File: config.mk
export PLATFORM = sky130hd
export DESIGN_NAME = nia_gen
export DESIGN_NICKNAME = d
export VERILOG_FILES = /design/src/rtl/nia_pkg.sv /design/src/rtl/nia_imm_target.sv /design/src/rtl/nia_reg_target.sv /design/src/rtl/nia_trim.sv /design/src/rtl/nia_gen.sv
export SDC_FILE = /design/constraint.sdc
export NUM_CORES = 1
export LEC_CHECK = 0
export BUFFER_PORTS_ARGS = -buffer_cell sky130_fd_sc_hd__buf_4
export CAP_MARGIN = 20
export CORE_UTILIZATION = 55
export DETAILED_ROUTE_END_ITERATION = 12
export PLACE_DENSITY_LB_ADDON = 0.12
export SLEW_MARGIN = 20
export SYNTH_ARGS = -nofsm -noshare
export SYNTH_HDL_FRONTEND = slang
export SYNTH_SLANG_ARGS = --single-unit
File: constraint.sdc
create_clock -name clk -period 5.5 [get_ports clk]
set_input_delay 0.275 -clock clk [delete_from_list [all_inputs] [get_ports clk]]
set_output_delay 0.275 -clock clk [all_outputs]
set_load 0.02 [all_outputs]
File: src/rtl/nia_pkg.sv
// Package nia_pkg
// Shared encoding of the branch class seen by the next-address generator.
// Assumes the decoder presents the class as a 2-bit code with this mapping.
package nia_pkg;
    typedef enum logic [1:0] {
        BR_NONE     = 2'b00,
        BR_IMM_LONG = 2'b01,
        BR_IMM_COND = 2'b10,
        BR_REG      = 2'b11
    } br_form_e;
endpackage

File: src/rtl/nia_imm_target.sv
// Module nia_imm_target
// Forms an immediate branch target: the displacement field is scaled by four
// (two zero bits appended), sign-extended to XLEN, and either used directly
// (absolute) or added to the branch's own address (relative).
// Assumes FW + 2 < XLEN. Pure combinational.
module nia_imm_target #(
    parameter int XLEN = 64,
    parameter int FW   = 24
) (
    input  logic [XLEN-1:0] cia,
    input  logic [FW-1:0]   fld,
    input  logic            aa,
    output logic [XLEN-1:0] tgt
);
    localparam int EXT_W = XLEN - FW - 2;

    logic [XLEN-1:0] disp;

    // Scale and sign-extend the displacement.
    always_comb begin
        disp = {{EXT_W{fld[FW-1]}}, fld, 2'b00};
    end

    // Choose absolute or address-relative target.
    always_comb begin
        tgt = aa ? disp : (cia + disp);
    end
endmodule

File: src/rtl/nia_reg_target.sv
// Module nia_reg_target
// Forms a register-indirect target from the link or count register with the
// two lowest bits cleared so the result is word aligned.
// Assumes the register values are those in effect before the instruction.
module nia_reg_target #(
    parameter int XLEN = 64
) (
    input  logic [XLEN-1:0] lr_val,
    input  logic [XLEN-1:0] ctr_val,
    input  logic            use_ctr,
    output logic [XLEN-1:0] tgt
);
    localparam logic [XLEN-1:0] ALIGN_MASK = ~XLEN'(3);

    // Select source register and force word alignment.
    always_comb begin
        tgt = (use_ctr ? ctr_val : lr_val) & ALIGN_MASK;
    end
endmodule

File: src/rtl/nia_trim.sv
// Module nia_trim
// Applies the address-mode width: in narrow mode the upper half of the
// address is cleared, otherwise the address passes unchanged.
// Assumes XLEN is even. Pure combinational.
module nia_trim #(
    parameter int XLEN = 64
) (
    input  logic            narrow,
    input  logic [XLEN-1:0] addr_in,
    output logic [XLEN-1:0] addr_out
);
    localparam int HALF = XLEN / 2;

    // Clear the upper half when narrow addressing is selected.
    always_comb begin
        addr_out = addr_in & {{HALF{~narrow}}, {HALF{1'b1}}};
    end
endmodule

File: src/rtl/nia_gen.sv
// Module nia_gen
// Next instruction address generator. Each cycle it takes the current
// instruction's address and branch information, selects the next fetch
// address, and decides whether the link register is reloaded with the
// return address. All outputs are registered (one cycle latency).
// Assumes: branch conditions are resolved upstream (taken input); the long
// immediate class is unconditional; lr_in holds the pre-instruction value.
module nia_gen #(
    parameter int XLEN    = 64,
    parameter int LI_W    = 24,
    parameter int BD_W    = 14,
    parameter int STEP    = 4
) (
    input  logic              clk,
    input  logic              rst_n,
    input  logic [XLEN-1:0]   cia,
    input  logic [1:0]        br_form,
    input  logic [LI_W-1:0]   li_fld,
    input  logic [BD_W-1:0]   bd_fld,
    input  logic              aa,
    input  logic              lk,
    input  logic              taken,
    input  logic              xl_use_ctr,
    input  logic [XLEN-1:0]   lr_in,
    input  logic [XLEN-1:0]   ctr_in,
    input  logic              mode32,
    output logic [XLEN-1:0]   nia,
    output logic              lr_we,
    output logic [XLEN-1:0]   lr_wdata
);
    import nia_pkg::*;

    localparam int N_IMM = 2;
    localparam int HALF  = XLEN / 2;

    br_form_e        form;
    logic [XLEN-1:0] seq_addr;
    logic [XLEN-1:0] imm_tgt [N_IMM];
    logic [XLEN-1:0] reg_tgt;
    logic [XLEN-1:0] raw_next;
    logic [XLEN-1:0] next_trim;
    logic [XLEN-1:0] link_trim;
    logic            link_wr;
    logic            primed_q;

    // Decode the branch class code.
    always_comb begin
        form = br_form_e'(br_form);
    end

    // Sequential successor and return address.
    always_comb begin
        seq_addr = cia + XLEN'(STEP);
    end

    // Immediate target builders: index 0 long field, index 1 conditional field.
    for (genvar g = 0; g < N_IMM; g++) begin : g_imm
        if (g == 0) begin : g_long
            nia_imm_target #(.XLEN(XLEN), .FW(LI_W)) u_imm (
                .cia (cia),
                .fld (li_fld),
                .aa  (aa),
                .tgt (imm_tgt[g])
            );
        end else begin : g_cond
            nia_imm_target #(.XLEN(XLEN), .FW(BD_W)) u_imm (
                .cia (cia),
                .fld (bd_fld),
                .aa  (aa),
                .tgt (imm_tgt[g])
            );
        end
    end

    nia_reg_target #(.XLEN(XLEN)) u_reg (
        .lr_val  (lr_in),
        .ctr_val (ctr_in),
        .use_ctr (xl_use_ctr),
        .tgt     (reg_tgt)
    );

    // Pick the next address by branch class and decision.
    always_comb begin
        unique case (form)
            BR_IMM_LONG: raw_next = imm_tgt[0];
            BR_IMM_COND: raw_next = taken ? imm_tgt[1] : seq_addr;
            BR_REG:      raw_next = taken ? reg_tgt    : seq_addr;
            default:     raw_next = seq_addr;
        endcase
    end

    // Link write applies to every branch class when the link flag is set.
    always_comb begin
        link_wr = lk && (form != BR_NONE);
    end

    nia_trim #(.XLEN(XLEN)) u_trim_next (
        .narrow   (mode32),
        .addr_in  (raw_next),
        .addr_out (next_trim)
    );

    nia_trim #(.XLEN(XLEN)) u_trim_link (
        .narrow   (mode32),
        .addr_in  (seq_addr),
        .addr_out (link_trim)
    );

    // Output registers with synchronous active-low reset.
    always_ff @(posedge clk) begin
        if (!rst_n) begin
            nia      <= '0;
            lr_we    <= 1'b0;
            lr_wdata <= '0;
        end else begin
            nia      <= next_trim;
            lr_we    <= link_wr;
            lr_wdata <= link_trim;
        end
    end

    // Marks cycles whose outputs were loaded from inputs (for assertions).
    always_ff @(posedge clk) begin
        if (!rst_n) primed_q <= 1'b0;
        else        primed_q <= 1'b1;
    end

    p_reset_clear_r1: assert property (@(posedge clk)
        $past(!rst_n) |-> (nia == '0 && !lr_we && lr_wdata == '0));

    p_no_link_plain_r2: assert property (@(posedge clk) disable iff (!rst_n)
        (primed_q && $past(br_form) == 2'b00) |-> !lr_we);

    p_reg_aligned_r5: assert property (@(posedge clk) disable iff (!rst_n)
        (primed_q && $past(br_form) == 2'b11 && $past(taken)) |-> (nia[1:0] == 2'b00));

    p_link_on_branch_r6: assert property (@(posedge clk) disable iff (!rst_n)
        (primed_q && $past(br_form) != 2'b00) |-> (lr_we == $past(lk)));

    p_narrow_upper_r8: assert property (@(posedge clk) disable iff (!rst_n)
        (primed_q && $past(mode32)) |-> (nia[XLEN-1:HALF] == '0 && lr_wdata[XLEN-1:HALF] == '0));

    p_untaken_seq_r4: assert property (@(posedge clk) disable iff (!rst_n)
        (primed_q && $past(br_form) == 2'b10 && !$past(taken) && !$past(mode32))
            |-> (nia == $past(cia) + XLEN'(STEP)));
endmodule

==> flow_summary.json, run 1 <==
{
  "async_flop_share_pct": 0,
  "fp.dieH_um": 164,
  "design_area_um2": 17800,
  "path_clk_slew_ns": 0.06,
  "yosys_warnings": 0,
  "cp-start-kind": "input port",
  "fin_setup_tns_ns": 0,
  "die_area_um2": 26900,
  "clock.fmax_mhz": 227,
  "setup_ws_ns": 1.09,
  "cts_tree": "yes",
  "place_ws_ns": 0.975,
  "synth.avg_cell_area_um2": 7.22,
  "synth_cell_types": 78,
  "synth_top_family_by_area": "compound AO/OA/AOI/OAI gates",
  "ios": 368,
  "synth_edf_count": 0,
  "htree_levels": 4,
  "die_w_um": 164,
  "clock_sinks": 129,
  "drc": 0,
  "p_total_w": 0.00393,
  "end_kind": "flip-flop",
  "grt_pass1_vias": 16400,
  "fin_nets": 2638,
  "synth_xor_area_share_pct": 10.6,
  "antenna_found_initial": 0,
  "status": "finished, final reports clean",
  "finalCritPeriodShare_pct": 80.1,
  "synthFlopType": "dfxtp_1",
  "synth_compound_gate_area_share_pct": 31.4,
  "grt_overflow": 0,
  "p_leak_nw": 8.02,
  "slew_violations": 0,
  "maxCapViolCount": 0,
  "postCtsSetupRepairBufs": 0,
  "start_util_pct": 56.6,
  "ant_nets": 0,
  "drive_gt1_share_pct": 19.1,
  "synthesis.area_um2": 14400,
  "drt_wl_total_um": 61600,
  "dpl-instance-area_um2": 17200,
  "synthMuxAreaShare_pct": 4.66,
  "max-vdd-ir-drop_uv": 151,
  "setup_viol": 0,
  "grt.total_usage_pct": 44.4,
  "max_slew_margin_pct": 22.5,
  "min_period_ns": 4.41,
  "area_growth_syn_to_layout_pct": 23.7,
  "hold-worst-slack_ns": 0.0616,
  "core_area_um2": 25500,
  "min_path_type": "in2reg",
  "required_ns": 5.80,
  "cts_root_buf": "clkbuf_16",
  "hold_viol_final": 0,
  "grt_first_pass_wirelength_um": 91300,
  "clockBufferDepth": 2,
  "cts_buffers": 17,
  "critPathMaxFanout": 6,
  "syn_inst": 1999,
  "hpwl_um": 46700,
  "crit_type": "in2reg",
  "ys_ff_latch": 129,
  "final_cell_mix": "buf_4, a21oi_1, nand2_1",
  "n_antenna_cell": 0,
  "tightest_slew_ns": 1.15,
  "cp.arrival_ns": 4.70,
  "layout_commonest_cell": "buf_4",
  "synthSimpleGateAreaFrac_pct": 20.1,
  "ys_seq_area_share_pct": 17.9,
  "cts_hold_buf": 0,
  "grt_max_degree": 92,
  "via_per_inst": 6.73,
  "vias": 17600,
  "synth_fa_ha_area_share_pct": 10.9,
  "power_density_nw_per_um2": 220,
  "avgRoutedWirePerCell_um": 23.6,
  "port_buffers": 363,
  "ctsResizeCount": 0,
  "synth_nets": 2363,
  "rsz0062_at_grt": "false",
  "initialDrtViolationCount": 2553,
  "place_congestion": 1.01,
  "row_count": 58,
  "first_pass_iters": 6
}
==> per-layer routing <==
| layer | part of all wire [%] | up-vias | global-route usage (%) |
|---|---|---|---|
| li1 | - | 7929 | - |
| met1 | 39 | 8138 | 56.4 |
| met2 | 44 | 1311 | 70.2 |
| met3 | 12 | 236 | 10.3 |
| met4 | 4.7 | 0 | 22.0 |
| met5 | 0 | - | 0 |
==> path summary, 6_finish.rpt <==
| path | cells after the start | slack [ns] | startpoint | to |
|---|---|---|---|---|
| worst max-delay path | 14 | 1.09 | cia[13] | nia[47] |
| worst min-delay path | 2 | 0.06 | cia[2] | lr_wdata[2] |
==> synth_stat cells (7+ instances only) <==
| cell | n | area, um^2 |
|---|---|---|
| a21oi_1 | 217 | 1090 |
| nand2_1 | 198 | 743 |
| o21ai_0 | 177 | 886 |
| nor2_1 | 171 | 642 |
| dfxtp_1 | 129 | 2580 |
| ha_1 | 123 | 1540 |
| clkbuf_1 | 110 | 413 |
| xnor2_1 | 95 | 832 |
| xor2_1 | 79 | 692 |
| nand3_1 | 72 | 360 |
| mux2i_1 | 66 | 661 |
| a21o_1 | 62 | 465 |
| nand4_1 | 43 | 269 |
| inv_1 | 42 | 158 |
| a211oi_1 | 34 | 255 |
| and3_1 | 33 | 206 |
| nor3_1 | 29 | 145 |
| and2_1 | 23 | 144 |
| o21bai_1 | 22 | 165 |
| o211ai_1 | 21 | 158 |
| o22ai_1 | 20 | 125 |
| a31oi_1 | 19 | 119 |
| a221oi_1 | 17 | 149 |
| buf_1 | 16 | 60.1 |
| nand2b_1 | 13 | 81.3 |
| o31ai_1 | 12 | 90.1 |
| nor2b_1 | 11 | 68.8 |
| o21a_1 | 11 | 82.6 |
| a21boi_0 | 9 | 67.6 |
| o32ai_1 | 9 | 78.8 |
| o221ai_1 | 7 | 61.3 |
==> cells by family after synthesis <==
logic type | Yosys count
AND/OR/NAND/NOR | 626
buffers and inverters | 170
AO/OA/AOI/OAI | 708
XOR/XNOR | 174
multiplexers | 67
flip-flops | 129
adder cells (fa/ha/maj) | 125
==> state kept, by name, indices dropped and copies added (netlist names) <==
signal / cells
nia: 64
lr_wdata: 64
lr_we: 1
==> through the flow <==
step,std cells,util [%]
global placement,2585,67.7
floorplan,1999,-
CTS,2617,70.0
detailed placement,2585,67.7
global route,2617,70.0
finish,2617,70.0
==> worst max-delay path, cell delays in order <==
cell      delay (ns)
buf_4           0.14
ha_1            0.38
a21oi_1         0.59
o211ai_1        0.20
a21oi_1         0.53
a21oi_1         0.28
a21boi_1        0.39
o31ai_1         0.27
a221o_1         0.43
a221oi_1        0.48
o41a_1          0.33
xnor2_1         0.09
o21ai_0         0.20
o31ai_1         0.11
==> layout make-up <==
| type | instances | area [um^2] |
|---|---|---|
| Clock buffer | 17 | 425 |
| Clock inverter | 15 | 170 |
| Fill cell | 2179 | 7630 |
| Inverter | 43 | 161 |
| Multi-Input combinational cell | 1700 | 11200 |
| Sequential cell | 129 | 2580 |
| Tap cell | 330 | 413 |
| Timing Repair Buffer | 383 | 2880 |
==> power breakdown <==
part           internal, W  leakage (nW)  switching [W]
clock             0.000681         0.288       0.000526
combinational     0.000673          6.66        0.00103
sequential        0.000996          1.07      0.0000216
total              0.00235          8.02        0.00158
No activity file was read; power rests on OpenSTA's default activity.
==> run 2: changes to the inputs <==
CORE_UTILIZATION = 50   (was 55)
clock period = 4 ns   (was 5.5 ns; I/O delays follow)
==> flow_summary.json, run 2 (synthesis results as in run 1) <==
{
  "drc": 0,
  "cts_hold_buf": 1,
  "clock_sinks": 129,
  "port_buffers": 363,
  "setup_viol": 0,
  "htree_levels": 4,
  "p_leak_nw": 8.57,
  "ctsResizeCount": 0,
  "fp.dieH_um": 172,
  "drt_wl_total_um": 64000,
  "critPathMaxFanout": 3,
  "cp_slowest_cell": "a221oi_1",
  "required_ns": 4.34,
  "core_area_um2": 28100,
  "path_clk_slew_ns": 0.06,
  "vias": 17900,
  "end_kind": "flip-flop",
  "status": "finished, final reports clean",
  "max-vdd-ir-drop_uv": 270,
  "fin_setup_tns_ns": 0,
  "rsz0062_at_grt": "false",
  "layout_commonest_cell": "buf_4",
  "ant_nets": 0,
  "path_common_cell": "buf_4",
  "cts_root_buf": "clkbuf_16",
  "min_period_ns": 3.77,
  "cts_buffers": 17,
  "postCtsSetupRepairBufs": 0,
  "dpl-instance-area_um2": 18100,
  "fin_nets": 2747,
  "area_growth_syn_to_layout_pct": 30.1,
  "final_cell_mix": "buf_4, a21oi_1, nand2_1",
  "crit_type": "in2reg",
  "die_area_um2": 29500,
  "slew_violations": 0,
  "first_pass_iters": 7,
  "clockBufferDepth": 2,
  "avgRoutedWirePerCell_um": 23.0,
  "max_stage_delay_ns": 0.54,
  "tightest_slew_ns": 0.950,
  "ios": 368,
  "nFillCells": 2514,
  "start_util_pct": 51.4,
  "cp.arrival_ns": 4.11,
  "grt.total_usage_pct": 42.0,
  "drive_gt1_share_pct": 22.6,
  "worst-path-buf-inv": 2,
  "crit_chain": "buf_4 > ha_1 > fa_1 > a21o_1 > a221oi_1 > o41a_1 > a311oi_2 > a41oi_1 > buf_4 > o31ai_2 > a31oi_1 > o21ai_1 > xnor2_1 > o21ai_0 > a21oi_1 > a41o_1",
  "hold_viol_final": 0,
  "place_congestion": 1.00,
  "clock.fmax_mhz": 265,
  "row_count": 61,
  "min_path_type": "in2reg",
  "via_per_inst": 6.45,
  "hold-worst-slack_ns": 0.00878,
  "maxCapViolCount": 0,
  "cts_tree": "yes",
  "multi_input_area_um2": 11200,
  "max_slew_margin_pct": 36.7,
  "die_w_um": 172,
  "p_total_w": 0.00566,
  "cp-start-kind": "input port",
  "grt_overflow": 0,
  "grt_max_degree": 61,
  "grt_first_pass_wirelength_um": 93700,
  "finalCritPeriodShare_pct": 94.4,
  "power_density_nw_per_um2": 301,
  "crit_family": "compound AO/OA/AOI/OAI gates",
  "hpwl_um": 49600,
  "initialDrtViolationCount": 2169,
  "design_area_um2": 18800,
  "grt_pass1_vias": 16500,
  "ff_latch_area_um2": 2580,
  "reg.largest.list": "lr_wdata: 64 flops, nia: 64 flops, lr_we: 1 flops",
  "antenna_found_initial": 0
}
[run 2: changes by cell type in the layout (fill, tap and decap cells not counted)]
cell / before / now
inv_6: 7 / 1
clkbuf_1: 0 / 2
buf_12: 0 / 1
nor2_1: 170 / 171
dlygate4sd3_1: 0 / 1
buf_4: 383 / 490
clkinv_4: 2 / 3
inv_8: 1 / 0
clkinv_2: 1 / 2
nor2_4: 1 / 0
bufinv_16: 2 / 5
diode_2: 0 / 1
[run 2: layer usage]
metal / vias to the layer above / routed length, um / track usage (%)
met5: - / 0 / 0
met4: 0 / 3040 / 20.5
met3: 225 / 7340 / 8.17
met2: 1221 / 27600 / 65.1
met1: 8306 / 25900 / 55.5
li1: 8134 / - / -
[run 2: per-stage QoR]
step	instances	worst slack, ns	utilization, %
final	2775	0.226	66.9
after global routing	2774	0.0661	66.8
after CTS	2774	0.376	66.8
after detailed placement	2741	-0.0565	64.5
after global placement	2741	-0.0313	64.5
after floorplan	1999	0.621	-
[run 2: path summary, 6_finish.rpt]
path	from	to	slack, ns	depth (start not counted)
worst max-delay path	cia[2]	nia[54]	0.23	16
worst min-delay path	lk	lr_we	0.009	2
[run 2: report_power, final]
group          internal [W]  switching, W  total (W)
Clock               0.00111      0.000671    0.00178
Sequential          0.00137     0.0000294    0.00140
Combinational       0.00102       0.00146    0.00248
[run 2: final cells by class]
cell class | instances | share of cell area (%)
antenna | 1 | 0.0133
multi-input combinational | 1700 | 59.7
sequential | 129 | 13.8
tap | 378 | 2.52
timing repair buffer | 492 | 19.7
clock buffer | 19 | 2.31
clock inverter | 13 | 1.12
inverter | 43 | 0.860
